## config.mk

```make
export PLATFORM = sky130hd
export DESIGN_NAME = wiper_setting_bank
export DESIGN_NICKNAME = d
export VERILOG_FILES = /design/src/rtl/wiper_pkg.sv /design/src/rtl/wiper_fuse_cell.sv /design/src/rtl/wiper_channel.sv /design/src/rtl/wiper_setting_bank.sv
export SDC_FILE = /design/constraint.sdc
export NUM_CORES = 1
export LEC_CHECK = 0
export ABC_CLOCK_PERIOD_IN_PS = 1280
export BUFFER_PORTS_ARGS = -buffer_cell sky130_fd_sc_hd__buf_2
export CELL_PAD_IN_SITES_DETAIL_PLACEMENT = 0
export CELL_PAD_IN_SITES_GLOBAL_PLACEMENT = 1
export CORE_ASPECT_RATIO = 1.25
export CORE_UTILIZATION = 39
export DETAILED_ROUTE_END_ITERATION = 10
export MAX_ROUTING_LAYER = met4
export PLACE_DENSITY_LB_ADDON = 0.1
export SLEW_MARGIN = 40
export SYNTH_ARGS = -nofsm -noshare
export SYNTH_HDL_FRONTEND = slang
export SYNTH_SLANG_ARGS = --single-unit
```

## constraint.sdc

```tcl
create_clock -name clk_i -period 1.28 [get_ports clk_i]
set_input_delay 0.064 -clock clk_i [delete_from_list [all_inputs] [get_ports clk_i]]
set_output_delay 0.064 -clock clk_i [all_outputs]
set_load 0.01 [all_outputs]
```

## src/rtl/wiper_pkg.sv

```systemverilog
package wiper_pkg;
  typedef enum logic [1:0] {
    OTP_BLANK = 2'b00,
    OTP_FAIL  = 2'b10,
    OTP_OK    = 2'b11
  } otp_state_e;
endpackage

```

## src/rtl/wiper_fuse_cell.sv

```systemverilog
module wiper_fuse_cell
  import wiper_pkg::*;
#(
  parameter int unsigned CODE_W = 8
) (
  input  logic              clk_i,
  input  logic              fuse_rst_ni,
  input  logic              burn_i,
  input  logic [CODE_W-1:0] value_i,
  output logic              fused_o,
  output logic [CODE_W-1:0] fuse_val_o,
  output logic [1:0]        vbits_o
);
  otp_state_e        state_q;
  logic [CODE_W-1:0] val_q;

  always_ff @(posedge clk_i or negedge fuse_rst_ni) begin
    if (!fuse_rst_ni) begin
      state_q <= OTP_BLANK;
      val_q   <= '0;
    end else if (burn_i) begin
      if (state_q == OTP_BLANK) begin
        state_q <= OTP_OK;
        val_q   <= value_i;
      end else begin
        state_q <= OTP_FAIL;
      end
    end
  end

  assign fused_o    = (state_q != OTP_BLANK);
  assign fuse_val_o = val_q;
  assign vbits_o    = state_q;

  p_fuse_sticky_r9: assert property (@(posedge clk_i) disable iff (!fuse_rst_ni)
    fused_o |=> fused_o && (fuse_val_o == $past(fuse_val_o)));
  p_status_legal_r5: assert property (@(posedge clk_i) disable iff (!fuse_rst_ni)
    vbits_o != 2'b01);
endmodule

```

## src/rtl/wiper_channel.sv

```systemverilog
module wiper_channel #(
  parameter int unsigned CODE_W = 8
) (
  input  logic              clk_i,
  input  logic              rst_ni,
  input  logic              fuse_rst_ni,
  input  logic              hit_i,
  input  logic              has_data_i,
  input  logic              shdn_i,
  input  logic              burn_i,
  input  logic              ovr_i,
  input  logic [CODE_W-1:0] data_i,
  output logic [CODE_W-1:0] code_o,
  output logic              shdn_o,
  output logic [1:0]        vbits_o
);
  localparam logic [CODE_W-1:0] MID_CODE = CODE_W'(1) << (CODE_W - 1);

  logic [CODE_W-1:0] set_q, fuse_val;
  logic              shdn_q, ovr_q, fused;
  logic              data_hit, set_we;

  assign data_hit = hit_i && has_data_i;
  // fused channel takes new data only under override
  assign set_we   = data_hit && (!fused || ovr_i);

  always_ff @(posedge clk_i or negedge rst_ni) begin
    if (!rst_ni) begin
      set_q  <= MID_CODE;
      shdn_q <= 1'b0;
      ovr_q  <= 1'b0;
    end else begin
      if (hit_i)    shdn_q <= shdn_i;
      if (data_hit) ovr_q  <= ovr_i;
      if (set_we)   set_q  <= data_i;
    end
  end

  wiper_fuse_cell #(.CODE_W(CODE_W)) u_fuse (
    .clk_i      (clk_i),
    .fuse_rst_ni(fuse_rst_ni),
    .burn_i     (data_hit && burn_i),
    .value_i    (data_i),
    .fused_o    (fused),
    .fuse_val_o (fuse_val),
    .vbits_o    (vbits_o)
  );

  assign code_o = (fused && !ovr_q) ? fuse_val : set_q;
  assign shdn_o = shdn_q;

  p_instr_only_keeps_code_r10: assert property (@(posedge clk_i)
    disable iff (!rst_ni || !fuse_rst_ni)
    (hit_i && !has_data_i) |=> $stable(code_o));
  p_idle_keeps_code_r3: assert property (@(posedge clk_i)
    disable iff (!rst_ni || !fuse_rst_ni)
    !hit_i |=> $stable(code_o) && $stable(shdn_o));
  p_locked_write_r6: assert property (@(posedge clk_i)
    disable iff (!rst_ni || !fuse_rst_ni)
    (fused && data_hit && !ovr_i) |=> (code_o == $past(fuse_val)));
  p_override_applies_r7: assert property (@(posedge clk_i)
    disable iff (!rst_ni || !fuse_rst_ni)
    (data_hit && ovr_i) |=> (code_o == $past(data_i)));
endmodule

```

## src/rtl/wiper_setting_bank.sv

```systemverilog
module wiper_setting_bank #(
  parameter int unsigned NUM_CH = 2,
  parameter int unsigned CODE_W = 8,
  localparam int unsigned CH_W  = (NUM_CH > 1) ? $clog2(NUM_CH) : 1
) (
  input  logic                     clk_i,
  input  logic                     rst_ni,
  input  logic                     fuse_rst_ni,
  input  logic                     wr_valid_i,
  input  logic                     wr_has_data_i,
  input  logic [CH_W-1:0]          wr_ch_i,
  input  logic                     wr_shdn_i,
  input  logic                     wr_burn_i,
  input  logic                     wr_ovr_i,
  input  logic [CODE_W-1:0]        wr_data_i,
  output logic [NUM_CH*CODE_W-1:0] code_o,
  output logic [NUM_CH-1:0]        shdn_o,
  output logic [2*NUM_CH-1:0]      vbits_o,
  output logic [CH_W-1:0]          sel_ch_o
);
  logic [CH_W-1:0] sel_q;

  always_ff @(posedge clk_i or negedge rst_ni) begin
    if (!rst_ni)         sel_q <= '0;
    else if (wr_valid_i) sel_q <= wr_ch_i;
  end
  assign sel_ch_o = sel_q;

  for (genvar c = 0; c < NUM_CH; c++) begin : g_ch
    wiper_channel #(.CODE_W(CODE_W)) u_ch (
      .clk_i      (clk_i),
      .rst_ni     (rst_ni),
      .fuse_rst_ni(fuse_rst_ni),
      .hit_i      (wr_valid_i && (wr_ch_i == CH_W'(c))),
      .has_data_i (wr_has_data_i),
      .shdn_i     (wr_shdn_i),
      .burn_i     (wr_burn_i),
      .ovr_i      (wr_ovr_i),
      .data_i     (wr_data_i),
      .code_o     (code_o[c*CODE_W +: CODE_W]),
      .shdn_o     (shdn_o[c]),
      .vbits_o    (vbits_o[2*c +: 2])
    );
  end

  p_sel_follows_r11: assert property (@(posedge clk_i) disable iff (!rst_ni)
    wr_valid_i |=> (sel_ch_o == $past(wr_ch_i)));
endmodule

```

# ---- After elaboration in Yosys (flattened, before gate mapping)
# Index checks and enable logic that the tools add are counted.
dict set report word_totals {
  reg_bits 41
}
dict set report op_classes {
  muxes 4
  n_bitwise 1
  n_reduce_logical 22
}
# cell count
set op_table {}
lappend op_table {{two-way mux 8 bit} 2}
lappend op_table {{logical AND 1 bit} 10}
lappend op_table {{zero test 1 bit} 4}
lappend op_table {{zero test 2 bit} 2}
lappend op_table {{AND reduction 2 bit} 2}
lappend op_table {{nonzero test 2 bit} 2}
lappend op_table {{logical OR 1 bit} 2}
lappend op_table {{two-way mux 1 bit} 2}
lappend op_table {{inverter 1 bit} 1}

# ---- Logic depth before layout (Yosys ltp)
dict set report depth {
  depth_word 5
  ltp_mapped 4
  depth_no_buf 3
}

# ---- Cells and area by module
# From an unflattened synthesis, not the netlist that was laid out.
dict set report unflattened {
  cells_unflattened 120
  area_unflattened_um2 1815.5
}
# module n_inst cells_each area_each_um2 seq_area_each_um2
set modules_own_cells {}
lappend modules_own_cells {wiper_channel 2 35 496.7 251.5}
lappend modules_own_cells {wiper_fuse_cell 2 23 384.1 250.2}
lappend modules_own_cells {wiper_setting_bank 1 4 53.8 25.0}

# ---- Worst setup path before layout
# Ideal clock, no wire load.
dict set report synth_timing {
  kind {flip-flop to flip-flop}
  from {reg g_ch[0].u_ch.u_fuse.state_q[0]}
  to {reg g_ch[0].u_ch.u_fuse.val_q[0]}
  t_arrival_ps 1236
  required_time_ps 1155
  setup_slack_ps -81
  path_stages_with_launch 4
  n_path_buf 1
  period_less_slack_ps 1361
  path_cell_list {dfrtp_1 or3_1 buf_6 mux2_4}
}
dict set report synth_between {
  elab_chain_cells 2
}
# item line_no
set synth_lines {}
lappend synth_lines {{start: declaration} wiper_fuse_cell.sv:14} ;# otp_state_e state_q;
lappend synth_lines {{start signal: assignment} wiper_fuse_cell.sv:19} ;# state_q <= OTP_BLANK;
lappend synth_lines {{start signal: assignment} wiper_fuse_cell.sv:23} ;# state_q <= OTP_OK;
lappend synth_lines {{start signal: assignment} wiper_fuse_cell.sv:26} ;# state_q <= OTP_FAIL;
lappend synth_lines {{zero test 2 bit} wiper_fuse_cell.sv:22} ;# if (state_q == OTP_BLANK) begin
lappend synth_lines {{AND reduction 2 bit (no source line)} --}
lappend synth_lines {{end signal: assignment} wiper_fuse_cell.sv:24} ;# val_q <= value_i;
lappend synth_lines {{end: declaration} wiper_fuse_cell.sv:15} ;# logic [CODE_W-1:0] val_q;
# No other way between the ends.
# A chain may end at the register's enable or synchronous reset.

# ---- Final worst setup path
dict set report layout_timing {
  from {reg g_ch[0].u_ch.u_fuse.state_q[0]}
  to {out code_o[1]}
}
dict set report layout_between {
  elab_chain_cells 3
}
# item line_no
set layout_lines {}
lappend layout_lines {{nonzero test 2 bit} wiper_fuse_cell.sv:31} ;# assign fused_o = (state_q != OTP_BLANK);
lappend layout_lines {{logical AND 1 bit} wiper_channel.sv:49} ;# assign code_o = (fused && !ovr_q) ? fuse_val : set_q;
lappend layout_lines {{two-way mux 8 bit} wiper_channel.sv:49}
lappend layout_lines {{end: declaration} wiper_setting_bank.sv:16} ;# output logic [NUM_CH*CODE_W-1:0] code_o,
# No other way between the ends.

==> flow_metrics.tcl <==
set metrics [dict create \
    status "finished, violations left" \
    violations "negative setup slack" \
    yosysTopAreaCellShare 0.536 \
    clock-skew-final_ns 0.00594 \
    first_global_vias 1354 \
    crit_fanout 8 \
    antenna_cells 0 \
    maxSlewViolCount 0 \
    boundaryPins 40 \
    die_area_sq_um 4940 \
    hold_viol 0 \
    nNetsFinal 203 \
    rsz0062_at_grt "true" \
    num_rows 27 \
    fin_cells 245 \
    synth.distinct_cells 23 \
    vias 1184 \
    grt_antenna_before_repair 0 \
    dieHeight_um 78.4 \
    fin_ws_ns -0.327 \
    hp-start "wr_shdn_i" \
    timing.rr.end "g_ch[0].u_ch.u_fuse.fuse_val_o[4]$_DFFE_PN0P_" \
    pwr_density_cell_nw_per_um2 1630 \
    hold_depth 2 \
    leakagePower_nw 1.34 \
    async_flop_share 1.00 \
    overflow 0 \
    drt_iter0_markers 10 \
    holdWs_ns 0.0187 \
    synth-edff-count 0 \
    routed_wirelength_um 3960 \
    max_clock_freq_ghz 0.622 \
    area_growth_pct 46.9 \
    synth_seq_cells 41 \
    r2r_start "g_ch[0].u_ch.u_fuse.vbits_o[1]$_DFFE_PN0P_" \
    ant_nets 0 \
    synthSimpleGateAreaFrac 0.0543 \
    synth_nets 136 \
    crit_path_start_kind "flop" \
    synth_top_family_by_area "multiplexers" \
    numClockSinks 41 \
    final_util 0.604 \
    dr.pass1.iters 2 \
    chipWidth_um 63.1 \
    ys_seq_area_frac 0.565 \
    initial_core_util 0.411 \
    max-slew-margin-rel 0.653 \
    post-dp-hpwl_um 2570 \
    grt_max_degree 22 \
    tightest_slew_ns 0.520 \
    grt_pass1_wl_um 6890 \
    numCtsBuffers 5 \
    yosysMostFrequentCell "mux2_2" \
    wl_per_cell_um 16.1 \
    synthTopCellsByCount "mux2_2, dfrtp_1, mux2_4, nand2_1" \
    ir_drop_v 0.000818 \
    period_needed_ns 1.61 \
    yosys_warnings 0 \
    yosysTopAreaCell "dfrtp_1" \
    synth_xor_area_frac 0 \
    setup_violations 39 \
    rrSetupSlack_ns -0.19 \
    crit_required_ns 1.22 \
    port_buffers 39 \
    netlist_area_sq_um 1820 \
    layout-drive-gt1-share 0.722 \
    avgSynthCellArea_sq_um 15.3 \
    clkTransAtPathRegs_ns 0.07 \
    clock-root-buffer "clkbuf_8" \
    ff2ff_path_depth 4 \
    fin_setup_tns_ns -7.48 \
    htreeDepth 2 \
    coreArea_sq_um 4430 \
    drcViolationCount 0 \
    muxShareOfSynthArea 0.338 \
    clock_latency_ns 0.29 \
    cap_viol_max_count 0 \
    worstHoldEndpoint "g_ch[1].u_ch.shdn_o$_DFFE_PN0N_" \
    hp-class "in -> reg" \
    cts_buffer_depth 2 \
    dp_cells 225 \
    critPathCaptureType "primary output" \
    synth_area_leaders "dfrtp_1, mux2_2, mux2_4" \
    critical_path_class "reg -> out" \
    synthAdderAreaFrac 0 \
    syn_inst 119 \
    synth_compound_area_frac 0.0199 \
    gr-usage-all-layers 0.192 \
    gp_congestion 0.743 \
    synth_top_flop_cell "dfrtp_1" \
    crit_arrival_ns 1.54 \
    avgViaCountPerCell 4.83 \
    cts_tree "done" \
    fin_crit_sh 1.26 \
]
-- stage by stage --
stage                     power, W  setup slack [ns]  area [sq um]
after global routing       0.00459            -0.380          2670
after detailed placement   0.00293            -0.157          2180
after floorplan            0.00253           -0.0547          1840
after CTS                  0.00439            -0.311          2650
after global placement     0.00288            -0.138          2180
final                      0.00437            -0.327          2670
-- flip-flops by register name (all words and copies together) (netlist names) --
name and cells:
sel_ch_o 1, g_ch.u_ch.u_fuse.fuse_val_o 16, g_ch.u_ch.shdn_o 2, g_ch.u_ch.ovr_q 2, g_ch.u_ch.set_q 16, g_ch.u_ch.u_fuse.vbits_o 4
-- where the power goes --
part           switching, W  leakage, nW  internal [W]
clock network      0.000434       0.0542      0.000487
registers          0.000177        0.493       0.00162
logic              0.000533        0.794       0.00111
total               0.00114         1.34       0.00322
-- cells by family after synthesis --
group	Yosys count
AO/OA/AOI/OAI	4
buffers and inverters	6
AND/OR/NAND/NOR	16
flip-flops	41
multiplexers	52
-- layout by cell type (no fill, tap or decap), types with 2 or more instances in the layout --
| cell | synthesis | final |
|---|---|---|
| buf_12 | 0 | 2 |
| buf_2 | 2 | 23 |
| buf_4 | 2 | 13 |
| buf_6 | 1 | 24 |
| clkbuf_8 | 0 | 7 |
| dfrtp_1 | 39 | 37 |
| dfrtp_2 | 0 | 2 |
| dfstp_2 | 2 | 2 |
| dlygate4sd3_1 | 0 | 2 |
| mux2_2 | 44 | 11 |
| mux2_4 | 8 | 41 |
| nand2_1 | 4 | 4 |
| nor2_2 | 0 | 2 |
| or2_4 | 0 | 2 |
-- critical path, stage by stage, from the launching register on --
cell	delay [ns]
dfrtp_1	0.40
nor2_2	0.15
or2_4	0.25
mux2_4	0.33
buf_6	0.12
-- final cells by class --
type                       instances  area (sq um)
timing repair buffer              65           558
inverter                           1          3.75
clock inverter                     1          5.00
fill                             362          1750
sequential                        41          1030
clock buffer                       7          96.3
tap                               58          72.6
multi-input combinational         72           906
-- routing by layer --
metal	vias up	wire, um	track usage
li1	554	-	-
met1	597	1770	0.225
met2	29	1980	0.320
met3	4	136	0.0407
met4	0	67	0.0767
met5	-	0	-
-- timing repair --
action,CTS,global route
resized for setup,58,5
hold endpoints to repair,39,0
buffers inserted,8,2
gates cloned,1,0
hold buffers,2,0
pin swaps,7,6
endpoints found under the setup margin,47,48
-- worst max path at each step --
stage / to / depth (start not counted) / from / slack [ns]
2_1_floorplan: g_ch[0].u_ch.u_fuse.fuse_val_o[0]$_DFFE_PN0P_ / 3 / g_ch[0].u_ch.u_fuse.vbits_o[1]$_DFFE_PN0P_ / -0.05
3_3_place_gp: code_o[1] / 4 / g_ch[0].u_ch.u_fuse.vbits_o[0]$_DFFE_PN0P_ / -0.14
3_5_place_dp: g_ch[0].u_ch.set_q[0]$_DFFE_PN0P_ / 3 / g_ch[0].u_ch.u_fuse.vbits_o[0]$_DFFE_PN0P_ / -0.16
4_1_cts: code_o[0] / 4 / g_ch[0].u_ch.u_fuse.vbits_o[1]$_DFFE_PN0P_ / -0.31
5_1_grt: code_o[1] / 4 / g_ch[0].u_ch.u_fuse.vbits_o[0]$_DFFE_PN0P_ / -0.38
6_report: code_o[1] / 4 / g_ch[0].u_ch.u_fuse.vbits_o[0]$_DFFE_PN0P_ / -0.33
No activity file was read; power rests on OpenSTA's default activity.
